<file path="config.mk">
export PLATFORM = sky130hd
export DESIGN_NAME = irc_raw_capture
export DESIGN_NICKNAME = d
export VERILOG_FILES = /design/src/rtl/irc_pkg.sv /design/src/rtl/irc_line_filter.sv /design/src/rtl/irc_sym_meter.sv /design/src/rtl/irc_sym_fifo.sv /design/src/rtl/irc_raw_capture.sv
export SDC_FILE = /design/constraint.sdc
export NUM_CORES = 1
export LEC_CHECK = 0
export BUFFER_PORTS_ARGS = -buffer_cell sky130_fd_sc_hd__buf_4
export CAP_MARGIN = 15
export CORE_AREA = 2 2 202 204
export DETAILED_ROUTE_END_ITERATION = 7
export DIE_AREA = 0 0 204 206
export PLACE_DENSITY = 0.89
export SYNTH_ARGS = -nofsm -noshare
export SYNTH_HDL_FRONTEND = slang
export SYNTH_SLANG_ARGS = --single-unit
</file>
<file path="constraint.sdc">
create_clock -name clk_i -period 12.1 [get_ports clk_i]
set_input_delay 2.42 -clock clk_i [delete_from_list [all_inputs] [get_ports clk_i]]
set_output_delay 2.42 -clock clk_i [all_outputs]
set_load 0.02 [all_outputs]
</file>
<file path="src/rtl/irc_pkg.sv">
package irc_pkg;

   localparam logic [5:0] A_ENABLE = 6'h00;
   localparam logic [5:0] A_CONFIG = 6'h04;
   localparam logic [5:0] A_BUSY   = 6'h1C;
   localparam logic [5:0] A_COUNT  = 6'h20;
   localparam logic [5:0] A_DATA   = 6'h24;
   localparam logic [5:0] A_MASK   = 6'h28;
   localparam logic [5:0] A_STATUS = 6'h2C;
   localparam logic [5:0] A_CLEAR  = 6'h30;
   localparam logic [5:0] A_START  = 6'h34;

   typedef enum logic [2:0] {
      ST_OFF, ST_ARM, ST_IDLE, ST_LOW, ST_HIGH
   } meter_st_e;

   typedef struct packed {
      logic [15:0] max_w;
      logic [1:0]  fmt;
      logic [5:0]  lvl_m1;
      logic        raw;
      logic [6:0]  presc;
   } cfg_t;

   localparam cfg_t CFG_RESET = '{max_w: 16'h3E80, fmt: 2'd0, lvl_m1: 6'd0,
                                  raw: 1'b1, presc: 7'd0};

endpackage

</file>
<file path="src/rtl/irc_line_filter.sv">
module irc_line_filter #(
   parameter int unsigned FILT_LEN = 3
) (
   input  logic clk_i,
   input  logic rst_ni,
   input  logic line_i,
   output logic line_o
);

   logic [1:0] sync_q;

   always_ff @(posedge clk_i or negedge rst_ni) begin
      if (!rst_ni) sync_q <= 2'b11;
      else         sync_q <= {sync_q[0], line_i};
   end

   generate
      if (FILT_LEN == 0) begin : g_bypass
         assign line_o = sync_q[1];
      end else begin : g_filter
         logic [FILT_LEN-1:0] hist_q;
         logic                out_q;
         always_ff @(posedge clk_i or negedge rst_ni) begin
            if (!rst_ni) begin
               hist_q <= '1;
               out_q  <= 1'b1;
            end else begin
               hist_q <= {hist_q[FILT_LEN-2:0], sync_q[1]};
               if (&hist_q)       out_q <= 1'b1;
               else if (~|hist_q) out_q <= 1'b0;
            end
         end
         assign line_o = out_q;
         if (FILT_LEN < 2) begin : g_len_chk
            $error("FILT_LEN must be 0 or at least 2");
         end
      end
   endgenerate

endmodule

</file>
<file path="src/rtl/irc_sym_meter.sv">
module irc_sym_meter
   import irc_pkg::*;
#(
   parameter int unsigned DUR_W      = 16,
   parameter int unsigned PRE_W      = 7,
   parameter int unsigned UNIT_TICKS = 10
) (
   input  logic             clk_i,
   input  logic             rst_ni,
   input  logic             run_i,
   input  logic             line_i,
   input  logic [PRE_W-1:0] presc_i,
   input  logic [DUR_W-1:0] max_w_i,
   output logic             sym_valid_o,
   output logic [DUR_W-1:0] sym_lo_o,
   output logic [DUR_W-1:0] sym_hi_o,
   output logic             tmo_o
);

   localparam int unsigned TW = (UNIT_TICKS > 1) ? $clog2(UNIT_TICKS) : 1;

   if (UNIT_TICKS < 1) begin : g_ut_chk
      $error("UNIT_TICKS must be at least 1");
   end

   meter_st_e        st_q, st_d;
   logic             line_q;
   logic [PRE_W-1:0] pre_q;
   logic [TW-1:0]    dec_q;
   logic [DUR_W-1:0] lo_q, hi_q;
   logic             fall, rise, tick, over, restart, push;
   logic [DUR_W:0]   sum;

   function automatic logic [DUR_W-1:0] sat_inc(input logic [DUR_W-1:0] v);
      return (&v) ? v : v + 1'b1;
   endfunction

   assign fall = line_q & ~line_i;
   assign rise = ~line_q & line_i;
   assign tick = (pre_q == presc_i) && (dec_q == TW'(UNIT_TICKS - 1));
   assign sum  = {1'b0, lo_q} + {1'b0, hi_q};
   assign over = sum >= {1'b0, max_w_i};

   always_comb begin
      st_d    = st_q;
      restart = 1'b0;
      push    = 1'b0;
      tmo_o   = 1'b0;
      unique case (st_q)
         ST_OFF:  st_d = ST_ARM;
         ST_ARM:  if (line_i) st_d = ST_IDLE;
         ST_IDLE: if (fall) begin st_d = ST_LOW; restart = 1'b1; end
         ST_LOW:  if (rise) begin st_d = ST_HIGH; restart = 1'b1; end
         ST_HIGH: begin
            if (over) begin
               push = 1'b1; tmo_o = 1'b1; st_d = ST_IDLE; restart = 1'b1;
            end else if (fall) begin
               push = 1'b1; st_d = ST_LOW; restart = 1'b1;
            end
         end
         default: st_d = ST_OFF;
      endcase
      if (!run_i) begin
         st_d  = ST_OFF;
         push  = 1'b0;
         tmo_o = 1'b0;
      end
   end

   always_ff @(posedge clk_i or negedge rst_ni) begin
      if (!rst_ni) begin
         st_q   <= ST_OFF;
         line_q <= 1'b1;
         pre_q  <= '0;
         dec_q  <= '0;
         lo_q   <= '0;
         hi_q   <= '0;
      end else begin
         st_q   <= st_d;
         line_q <= line_i;
         if (restart || tick) begin
            pre_q <= '0;
            dec_q <= '0;
         end else if (pre_q == presc_i) begin
            pre_q <= '0;
            dec_q <= dec_q + 1'b1;
         end else begin
            pre_q <= pre_q + 1'b1;
         end
         if (st_d == ST_LOW && st_q != ST_LOW) begin
            lo_q <= '0;
            hi_q <= '0;
         end else if (st_q == ST_LOW && !rise && tick) begin
            lo_q <= sat_inc(lo_q);
         end else if (st_q == ST_LOW && rise) begin
            hi_q <= '0;
         end else if (st_q == ST_HIGH && !over && !fall && tick) begin
            hi_q <= sat_inc(hi_q);
         end
      end
   end

   assign sym_valid_o = push;
   assign sym_lo_o    = lo_q;
   assign sym_hi_o    = hi_q;


   tmo_sum_chk: assert property (@(posedge clk_i) disable iff (!rst_ni)
      (tmo_o && lo_q < max_w_i) |-> (sum == {1'b0, max_w_i}));


   off_quiet_chk: assert property (@(posedge clk_i) disable iff (!rst_ni)
      !run_i |=> !sym_valid_o);

endmodule

</file>
<file path="src/rtl/irc_sym_fifo.sv">
module irc_sym_fifo #(
   parameter int unsigned DEPTH = 16,
   parameter int unsigned WIDTH = 32
) (
   input  logic                       clk_i,
   input  logic                       rst_ni,
   input  logic                       push_i,
   input  logic [WIDTH-1:0]           wdata_i,
   input  logic                       pop_i,
   output logic [WIDTH-1:0]           rdata_o,
   output logic [$clog2(DEPTH+1)-1:0] count_o,
   output logic                       full_o,
   output logic                       empty_o,
   output logic                       drop_o
);

   localparam int unsigned AW = (DEPTH > 1) ? $clog2(DEPTH) : 1;
   localparam int unsigned CW = $clog2(DEPTH + 1);

   if (DEPTH < 2 || (DEPTH & (DEPTH - 1)) != 0) begin : g_depth_chk
      $error("DEPTH must be a power of two, at least 2");
   end

   logic [WIDTH-1:0] mem_q [DEPTH];
   logic [AW-1:0]    wr_q, rd_q;
   logic [CW-1:0]    cnt_q;
   logic             do_push, do_pop;

   assign full_o  = (cnt_q == CW'(DEPTH));
   assign empty_o = (cnt_q == '0);
   assign do_pop  = pop_i && !empty_o;
   assign do_push = push_i && (!full_o || do_pop);
   assign drop_o  = push_i && !do_push;
   assign rdata_o = empty_o ? '0 : mem_q[rd_q];
   assign count_o = cnt_q;

   always_ff @(posedge clk_i or negedge rst_ni) begin
      if (!rst_ni) begin
         wr_q  <= '0;
         rd_q  <= '0;
         cnt_q <= '0;
      end else begin
         if (do_push) wr_q <= wr_q + 1'b1;
         if (do_pop)  rd_q <= rd_q + 1'b1;
         if (do_push && !do_pop)      cnt_q <= cnt_q + 1'b1;
         else if (do_pop && !do_push) cnt_q <= cnt_q - 1'b1;
      end
   end

   always_ff @(posedge clk_i) begin
      if (do_push) mem_q[wr_q] <= wdata_i;
   end


   fifo_drop_chk: assert property (@(posedge clk_i) disable iff (!rst_ni)
      (full_o && push_i && !pop_i) |=> $stable(count_o));


   fifo_pop_chk: assert property (@(posedge clk_i) disable iff (!rst_ni)
      (pop_i && !push_i && !empty_o) |=> (count_o == $past(count_o) - 1'b1));

endmodule

</file>
<file path="src/rtl/irc_raw_capture.sv">
module irc_raw_capture
   import irc_pkg::*;
#(
   parameter int unsigned FIFO_DEPTH = 16,
   parameter int unsigned FILT_LEN   = 3,
   parameter int unsigned UNIT_TICKS = 10
) (
   input  logic        clk_i,
   input  logic        rst_ni,
   input  logic        ir_i,
   input  logic        reg_wr_i,
   input  logic        reg_rd_i,
   input  logic [5:0]  reg_addr_i,
   input  logic [31:0] reg_wdata_i,
   output logic [31:0] reg_rdata_o,
   output logic        irq_o
);

   localparam int unsigned DUR_W  = 16;
   localparam int unsigned CW     = $clog2(FIFO_DEPTH + 1);
   localparam int unsigned SETTLE = FILT_LEN + 3;
   localparam int unsigned SW     = $clog2(SETTLE + 1);

   logic              en_q, run_q;
   cfg_t              cfg_q;
   logic [2:0]        mask_q;
   logic              sts_tmo_q, sts_ovf_q;
   logic [SW-1:0]     settle_q;
   logic              line_f;
   logic              sym_valid, sym_tmo;
   logic [DUR_W-1:0]  sym_lo, sym_hi;
   logic [31:0]       head;
   logic [CW-1:0]     fill;
   logic              fifo_full, fifo_empty, fifo_drop, pop;
   logic              wr_en, wr_clr, wr_start;
   logic              sts_rcv;
   logic [2:0]        raw_sts, msk_sts;

   assign wr_en    = reg_wr_i && reg_addr_i == A_ENABLE;
   assign wr_clr   = reg_wr_i && reg_addr_i == A_CLEAR;
   assign wr_start = reg_wr_i && reg_addr_i == A_START;
   assign pop      = reg_rd_i && reg_addr_i == A_DATA && !fifo_empty;

   irc_line_filter #(.FILT_LEN(FILT_LEN)) u_filt (
      .clk_i(clk_i), .rst_ni(rst_ni), .line_i(ir_i), .line_o(line_f)
   );

   irc_sym_meter #(.DUR_W(DUR_W), .PRE_W(7), .UNIT_TICKS(UNIT_TICKS)) u_meter (
      .clk_i(clk_i), .rst_ni(rst_ni), .run_i(run_q), .line_i(line_f),
      .presc_i(cfg_q.presc), .max_w_i(cfg_q.max_w),
      .sym_valid_o(sym_valid), .sym_lo_o(sym_lo), .sym_hi_o(sym_hi),
      .tmo_o(sym_tmo)
   );

   irc_sym_fifo #(.DEPTH(FIFO_DEPTH), .WIDTH(32)) u_fifo (
      .clk_i(clk_i), .rst_ni(rst_ni), .push_i(sym_valid),
      .wdata_i({sym_hi, sym_lo}), .pop_i(pop), .rdata_o(head),
      .count_o(fill), .full_o(fifo_full), .empty_o(fifo_empty),
      .drop_o(fifo_drop)
   );

   always_ff @(posedge clk_i or negedge rst_ni) begin
      if (!rst_ni) begin
         en_q      <= 1'b0;
         run_q     <= 1'b0;
         cfg_q     <= CFG_RESET;
         mask_q    <= '0;
         sts_tmo_q <= 1'b0;
         sts_ovf_q <= 1'b0;
         settle_q  <= '0;
      end else begin
         if (wr_en) begin
            en_q     <= reg_wdata_i[0];
            settle_q <= reg_wdata_i[0] ? SW'(SETTLE) : '0;
            if (!reg_wdata_i[0]) run_q <= 1'b0;
         end else if (settle_q != '0) begin
            settle_q <= settle_q - 1'b1;
         end
         if (wr_start && en_q) run_q <= 1'b1;
         if (reg_wr_i && reg_addr_i == A_CONFIG) cfg_q <= cfg_t'(reg_wdata_i);
         if (reg_wr_i && reg_addr_i == A_MASK)   mask_q <= reg_wdata_i[10:8];
         sts_tmo_q <= (sts_tmo_q & ~(wr_clr & reg_wdata_i[17])) | sym_tmo;
         sts_ovf_q <= (sts_ovf_q & ~(wr_clr & reg_wdata_i[18])) | fifo_drop;
      end
   end

   assign sts_rcv = en_q && (int'(fill) >= int'(cfg_q.lvl_m1) + 1);
   assign raw_sts = {sts_ovf_q, sts_tmo_q, sts_rcv};
   assign msk_sts = raw_sts & ~mask_q;
   assign irq_o   = |msk_sts;

   always_comb begin
      reg_rdata_o = '0;
      unique case (reg_addr_i)
         A_ENABLE: reg_rdata_o[0]     = en_q;
         A_CONFIG: reg_rdata_o        = cfg_q;
         A_BUSY:   reg_rdata_o[0]     = (settle_q != '0);
         A_COUNT:  reg_rdata_o[CW-1:0] = fill;
         A_DATA:   reg_rdata_o        = head;
         A_MASK:   reg_rdata_o[10:8]  = mask_q;
         A_STATUS: begin
            reg_rdata_o[10:8]  = raw_sts;
            reg_rdata_o[26:24] = msk_sts;
         end
         default:  reg_rdata_o = '0;
      endcase
   end


   ovf_rise_chk: assert property (@(posedge clk_i) disable iff (!rst_ni)
      $rose(sts_ovf_q) |-> $past(sym_valid && fifo_full && !pop));


   busy_load_chk: assert property (@(posedge clk_i) disable iff (!rst_ni)
      (wr_en && reg_wdata_i[0]) |=> (settle_q != '0));


   tmo_hold_chk: assert property (@(posedge clk_i) disable iff (!rst_ni)
      (sts_tmo_q && !wr_clr) |=> sts_tmo_q);

endmodule

</file>
# Word-level counts from Yosys, hierarchy flattened
# Memories as Yosys holds them, arrays and structs flattened.
# Index checks and enable logic that the tools add are counted.
[totals]
register_bits = 108
ram_bits = 512
input_bits = 43
wordCells = 169
mem_count = 1
[mem_list]
columns = ["memory", "depth", "width", "rd", "rd_clocked_by_memory_dff", "write_ports", "line_no", "rtl"]
rows = [
  ["u_fifo.mem_q", 16, 32, 1, 0, 1, "irc_sym_fifo.sv:24", "logic [WIDTH-1:0] mem_q [DEPTH];"],
]
[classes]
n_addsub = 11
magnitude_cmp = 2
eq_ne = 22
n_mux = 47
bitwise_logic = 14
reduce_logical = 49
[op_table]
columns = ["cell", "count"]
rows = [
  ["2-to-1 mux 16 bit", 8],
  ["equality test 6 bit, second input constant", 6],
  ["adder 16 x 1 -> 16 bit, second input constant", 2],
  ["2-to-1 mux 32 bit", 1],
  ["AND reduction 16 bit", 2],
  ["one-hot mux 13 bit (2 select lines)", 1],
  ["2-to-1 mux 3 bit", 8],
  ["logical AND 1 bit", 22],
  ["adder 16 x 16 -> 17 bit", 1],
  ["greater-or-equal comparator 17 x 16 -> 1 bit", 1],
  ["2-to-1 mux 1 bit", 15],
  ["one-hot mux 3 bit (5 select lines)", 1],
  ["2-to-1 mux 7 bit", 2],
  ["adder 4 x 1 -> 4 bit, second input constant", 3],
  ["one-hot mux 3 bit (4 select lines)", 1],
  ["one-hot mux 4 bit (3 select lines)", 1],
  ["2-to-1 mux 5 bit", 2],
  ["one-hot mux 5 bit (2 select lines)", 1],
  ["nonzero test 2 bit", 5],
  ["equality test 3 x 2 -> 1 bit, second input constant", 3],
  ["one-hot mux 3 bit (3 select lines)", 1],
  ["2-to-1 mux 4 bit", 2],
  ["inequality test 2 x 1 -> 1 bit, second input constant", 4],
  ["adder 6 x 1 -> 7 bit, second input constant", 1],
  ["other kinds (31)", 51],
]

# Depth between registers and ports, before layout
[logic_depth]
depth_word = 11
ltp_mapped = 26
ltp_nobuf = 25

# By module
# Synthesis repeated with hierarchy kept, for this count alone.
[unflattened]
hier_cells = 1527
hier_area_um2 = 26751.9
[by_module_without_submodules]
columns = ["module", "n_inst", "cells_each", "area_each_um2", "seq_area_each_um2"]
rows = [
  ["irc_sym_fifo", 1, 877, 20314.5, 15700.1],
  ["irc_sym_meter", 1, 432, 3799.9, 1177.4],
  ["irc_raw_capture", 1, 208, 2461.1, 1059.8],
  ["irc_line_filter", 1, 10, 176.4, 157.7],
]

# Least setup slack after synthesis
# OpenSTA, ideal clock, no wires.
[synth_path]
path_type = "input-to-reg"
startpoint = "input port reg_addr_i[1]"
endpoint = "memory u_fifo.mem_q[1][0] (enable)"
setup_ns = 0.513
t_arrival_ns = 7.129
slack_ns = 4.458
path_stages = 6
path_buffers = 0
path_cell_list = "nor3b_1 o2111ai_1 nor2_1 or3b_2 o311ai_1 nor4b_1"
[synth_via]
elab_chain_cells = 8
[synth_rtl]
columns = ["element", "line_no", "rtl"]
rows = [
  ["start, declared", "irc_raw_capture.sv:13", "input logic [5:0] reg_addr_i,"],
  ["equality test 6 bit", "irc_raw_capture.sv:42", "assign pop = reg_rd_i && reg_addr_i == A_DATA && !fifo_empty;"],
  ["logical AND 1 bit (2 in a row)", "irc_raw_capture.sv:42", ""],
  ["logical AND 1 bit", "irc_sym_fifo.sv:31", "assign do_pop = pop_i && !empty_o;"],
  ["logical OR 1 bit", "irc_sym_fifo.sv:32", "assign do_push = push_i && (!full_o || do_pop);"],
  ["logical AND 1 bit", "irc_sym_fifo.sv:32", ""],
  ["2-to-1 mux 1 bit", "irc_sym_fifo.sv:51", "if (do_push) mem_q[wr_q] <= wdata_i;"],
  ["2-to-1 mux 1 bit (not written as such)", "irc_sym_fifo.sv:51", ""],
  ["end, declared", "irc_sym_fifo.sv:24", ""],
]
# Every way passes these cells.

# Worst setup path in the final report
[layout_path]
startpoint = "input port reg_addr_i[1]"
endpoint = "output port reg_rdata_o[4]"
[layout_via]
elab_chain_cells = 2
[layout_rtl]
columns = ["element", "line_no", "rtl"]
rows = [
  ["equality test 6 bit or equality test 6 x 3 -> 1 bit (tied branches)", "irc_raw_capture.sv:94", "unique case (reg_addr_i)"],
  ["one-hot mux 4 bit (3 select lines) (*)", "irc_raw_capture.sv:94", ""],
  ["end, declared", "irc_raw_capture.sv:15", "output logic [31:0] reg_rdata_o,"],
]
# Every way passes the cells marked *; elsewhere a longest branch is shown, timed or not.

==> results.toml <==
[outcome]
status = "complete, no violations"

[floorplanning]
core_area_sq_mm = 0.0402
rows = 74
die_area_sq_mm = 0.0420
die-width_um = 204
die_h_um = 206
io_pins = 76
start_util = 0.654

[worst_setup_path]
setup.worst_path.start_class = "primary input"
end_kind = "output port"
cp_slowest_cell = "nor3b_1"
cp_num_buf_inv = 3
arrival_ps = 4830
critPathMaxStageDelay_ps = 630
critPathRequiredTime_ps = 9680
path_cells = "buf_4, nor3b_1, nand2_1, nor2_2, buf_4, a22oi_1, o21ai_0, buf_4"
cpMostUsedCell = "buf_4"
crit_family = "simple AND/OR/NAND/NOR gates"
cp_max_fo = 22
worst-setup-path-type = "in -> out"

[grt]
first_global_vias = 15800
grt_pass1_wl_um = 104000
antenna_found_initial = 2
grt_usage = 0.345
top_usage_layer = "met2"
gr-usage-met2 = 0.567
grtUsageMet3 = 0.0738
use_met1 = 0.444
grt_max_degree = 70
grt_overflow = 0

[yosys]
yosys.area.top_type_share = 0.585
synth_cell_types = 58
ys_ff_latch = 620
yosysTopAreaCell = "edfxtp_1"
synth_top_flop_cell = "edfxtp_1"
synthTopCellsByArea = "edfxtp_1 (58%), mux4_2 (14%), dfrtp_1 (8.9%)"
avgSynthCellArea_sq_um = 17.5
synth_edf_count = 512
synthXorXnorAreaFrac = 0.0206
synthMuxAreaShare = 0.155
synth-compound-area-share = 0.0340
synth_top_family_by_area = "multiplexers"
async_reset_ff_frac = 0.174
syn_area_sq_mm = 0.0263
yosysSeqAreaShare = 0.688
synthCells = 1499
ys_warn_count = 0
syn_nets = 1598
synthAdderAreaFrac = 0.0272
yosys.area_share.simple = 0.0543

[min_path]
min_path_type = "reg -> reg"

[clock_tree]
cts_made_buffers = 56
ctsResizeCount = 0
cts_max_path_buffers = 3
cts-htree-levels = 2
cts_tree = "built"
ctsHoldBuffers = 0
clkLatencyLatePin_ps = 600
clk_pin_slew_worst_paths_ps = 60
clk_root_buffer_cell = "clkbuf_16"
post_cts_buffers = 0
cts_num_sinks = 620

[final_layout]
final_common_cell = "edfxtp_1"
drive_above_1_share = 0.268
design_area_sq_mm = 0.0296
final_nets = 1704
area_delta_synth_final_pct = 12.6
layout_common_cells = "edfxtp_1 (512), mux4_2 (160), buf_4 (112), dfrtp_1 (90), inv_1 (79)"
final_cells = 2184

[pwr]
intPower_mw = 3.69
clkPwrFrac = 0.383
switching_share = 0.237
seq_power_share = 0.505
vdd_drop_max_v = 0.000110
leakagePower_nw = 9.68
p_per_area_mw_per_mm2 = 163
comb_power_share = 0.112
p_switching_mw = 1.15

[placed_design]
place_area_sq_mm = 0.0277
dpl.cell_count = 2078
hpwl_um = 41400
gp_congestion = 0.960
dp_slack_ps = 4950
io_buffers = 75

[sta]
finalSetupViolCount = 0
finalCriticalPeriod_ps = 7250
fin_tns_setup_ps = 0
worst_pin_slew_ps = 1130
rsz0062_at_grt = "false"
fin_ws_ps = 4850
finalHoldViolCount = 0
period_share = 0.599
slew_headroom = 0.248
fin_skew_ps = 19.7
drv_slew = 0
timing.fmax_mhz = 138

[drt]
first_pass_iters = 8
wirelength_um = 70700
via_per_inst = 7.11
drc = 0
avgRoutedWirePerCell_um = 32.4
ant_nets = 0
drt-initial-drc-count = 2236
via_count = 15500

[flow_run]
maxCapViolCount = 0
[worst reg2reg max path, delay by kind of cell, from the launching register on]
family	cells	cell delay [ps]
adder cells (fa/ha/maj)	5	1620
flip-flops	1	910
AND/OR/NAND/NOR	5	1030
buffers and inverters	3	470
XOR/XNOR	3	460
AO/OA/AOI/OAI	9	2490
[power by group through the flow]
stage	sequential [mW]	combinational [mW]	clock, mW
5_1_grt	2.45	0.580	1.94
3_3_place_gp	2.48	0.501	0
3_5_place_dp	2.48	0.526	0
2_1_floorplan	2.41	0.434	0
6_report	2.44	0.542	1.85
4_1_cts	2.44	0.540	1.86
[synthesized netlist by cell type, types with 5 or more instances]
library cell  count
nor3_1           21
mux2i_1           5
mux4_2          160
or4_1            11
nor4b_1           6
xor2_1           15
dfrtp_1          94
a22oi_1           6
and4_1            5
ha_1             54
nor2b_1           6
and3_1           10
nand3_1          29
edfxtp_1        512
nor2_1           48
buf_1            19
nand2_1          72
dfstp_2          14
nand2b_1         10
mux2_2           38
xnor2_1          47
nand4_1          13
o21ai_0          48
a21oi_1          26
o31ai_1          11
o211ai_1          5
nor4_1           22
clkbuf_1         42
or3_1             7
inv_1            79
a211oi_1         14
a21o_1            8
[cell type report]
class                   instances  area, sq um
repair buffers                112          841
clock inverters                18          274
well taps                     532          666
flip-flops and latches        620        18100
fillers                      2143        10600
inverters                      79          297
clock buffers                  84         1660
diodes                          3         7.51
multi-input cells             736         7770
[cell families (layout without fill, tap and decap cells)]
logic type / Yosys count / in the layout
flops: 620 / 620
simple gates: 275 / 275
mux: 203 / 203
buf+inv: 143 / 293
compound gates: 140 / 140
xor+xnor: 62 / 62
fa+ha+maj: 56 / 56
other cells: 0 / 3
[metrics by stage]
stage	hold WS (ps)	power, mW	utilization
after floorplan	345	2.85	-
after global placement	347	2.98	0.689
after detailed placement	348	3.00	0.689
after CTS	357	4.84	0.737
after global routing	362	4.96	0.737
final	355	4.84	0.737
[state kept, by name, indices dropped and copies added (netlist names), 4 cells and up]
name,count
u_fifo.mem_q,512
cfg_q,32
u_meter.sym_hi_o,16
u_meter.sym_lo_o,16
u_meter.pre_q,7
u_fifo.count_o,5
u_fifo.rd_q,4
u_fifo.wr_q,4
u_meter.dec_q,4
[layer usage]
| layer | wire, um | up-vias |
|---|---|---|
| met5 | 0 | - |
| met4 | 4020 | 0 |
| met3 | 8280 | 291 |
| met2 | 34600 | 1324 |
| met1 | 23800 | 7756 |
| li1 | - | 6154 |
[worst paths after layout]
kind                                startpoint                   endpoint  slack, ps  cells past startpoint
max                              reg_addr_i[1]             reg_rdata_o[4]       4850                      8
min                           u_filt.sync_q[1]  u_filt.g_filter.hist_q[0]        360                      0
max reg2reg                u_meter.sym_hi_o[0]          u_fifo.count_o[4]       4960                     25
min reg2reg                   u_filt.sync_q[1]  u_filt.g_filter.hist_q[0]        360                      0
max in group asynchronous               rst_ni             u_fifo.rd_q[2]       8820                      2
min in group asynchronous               rst_ni                  mask_q[2]       1830                      1
(Power assumes the default switching activity.)
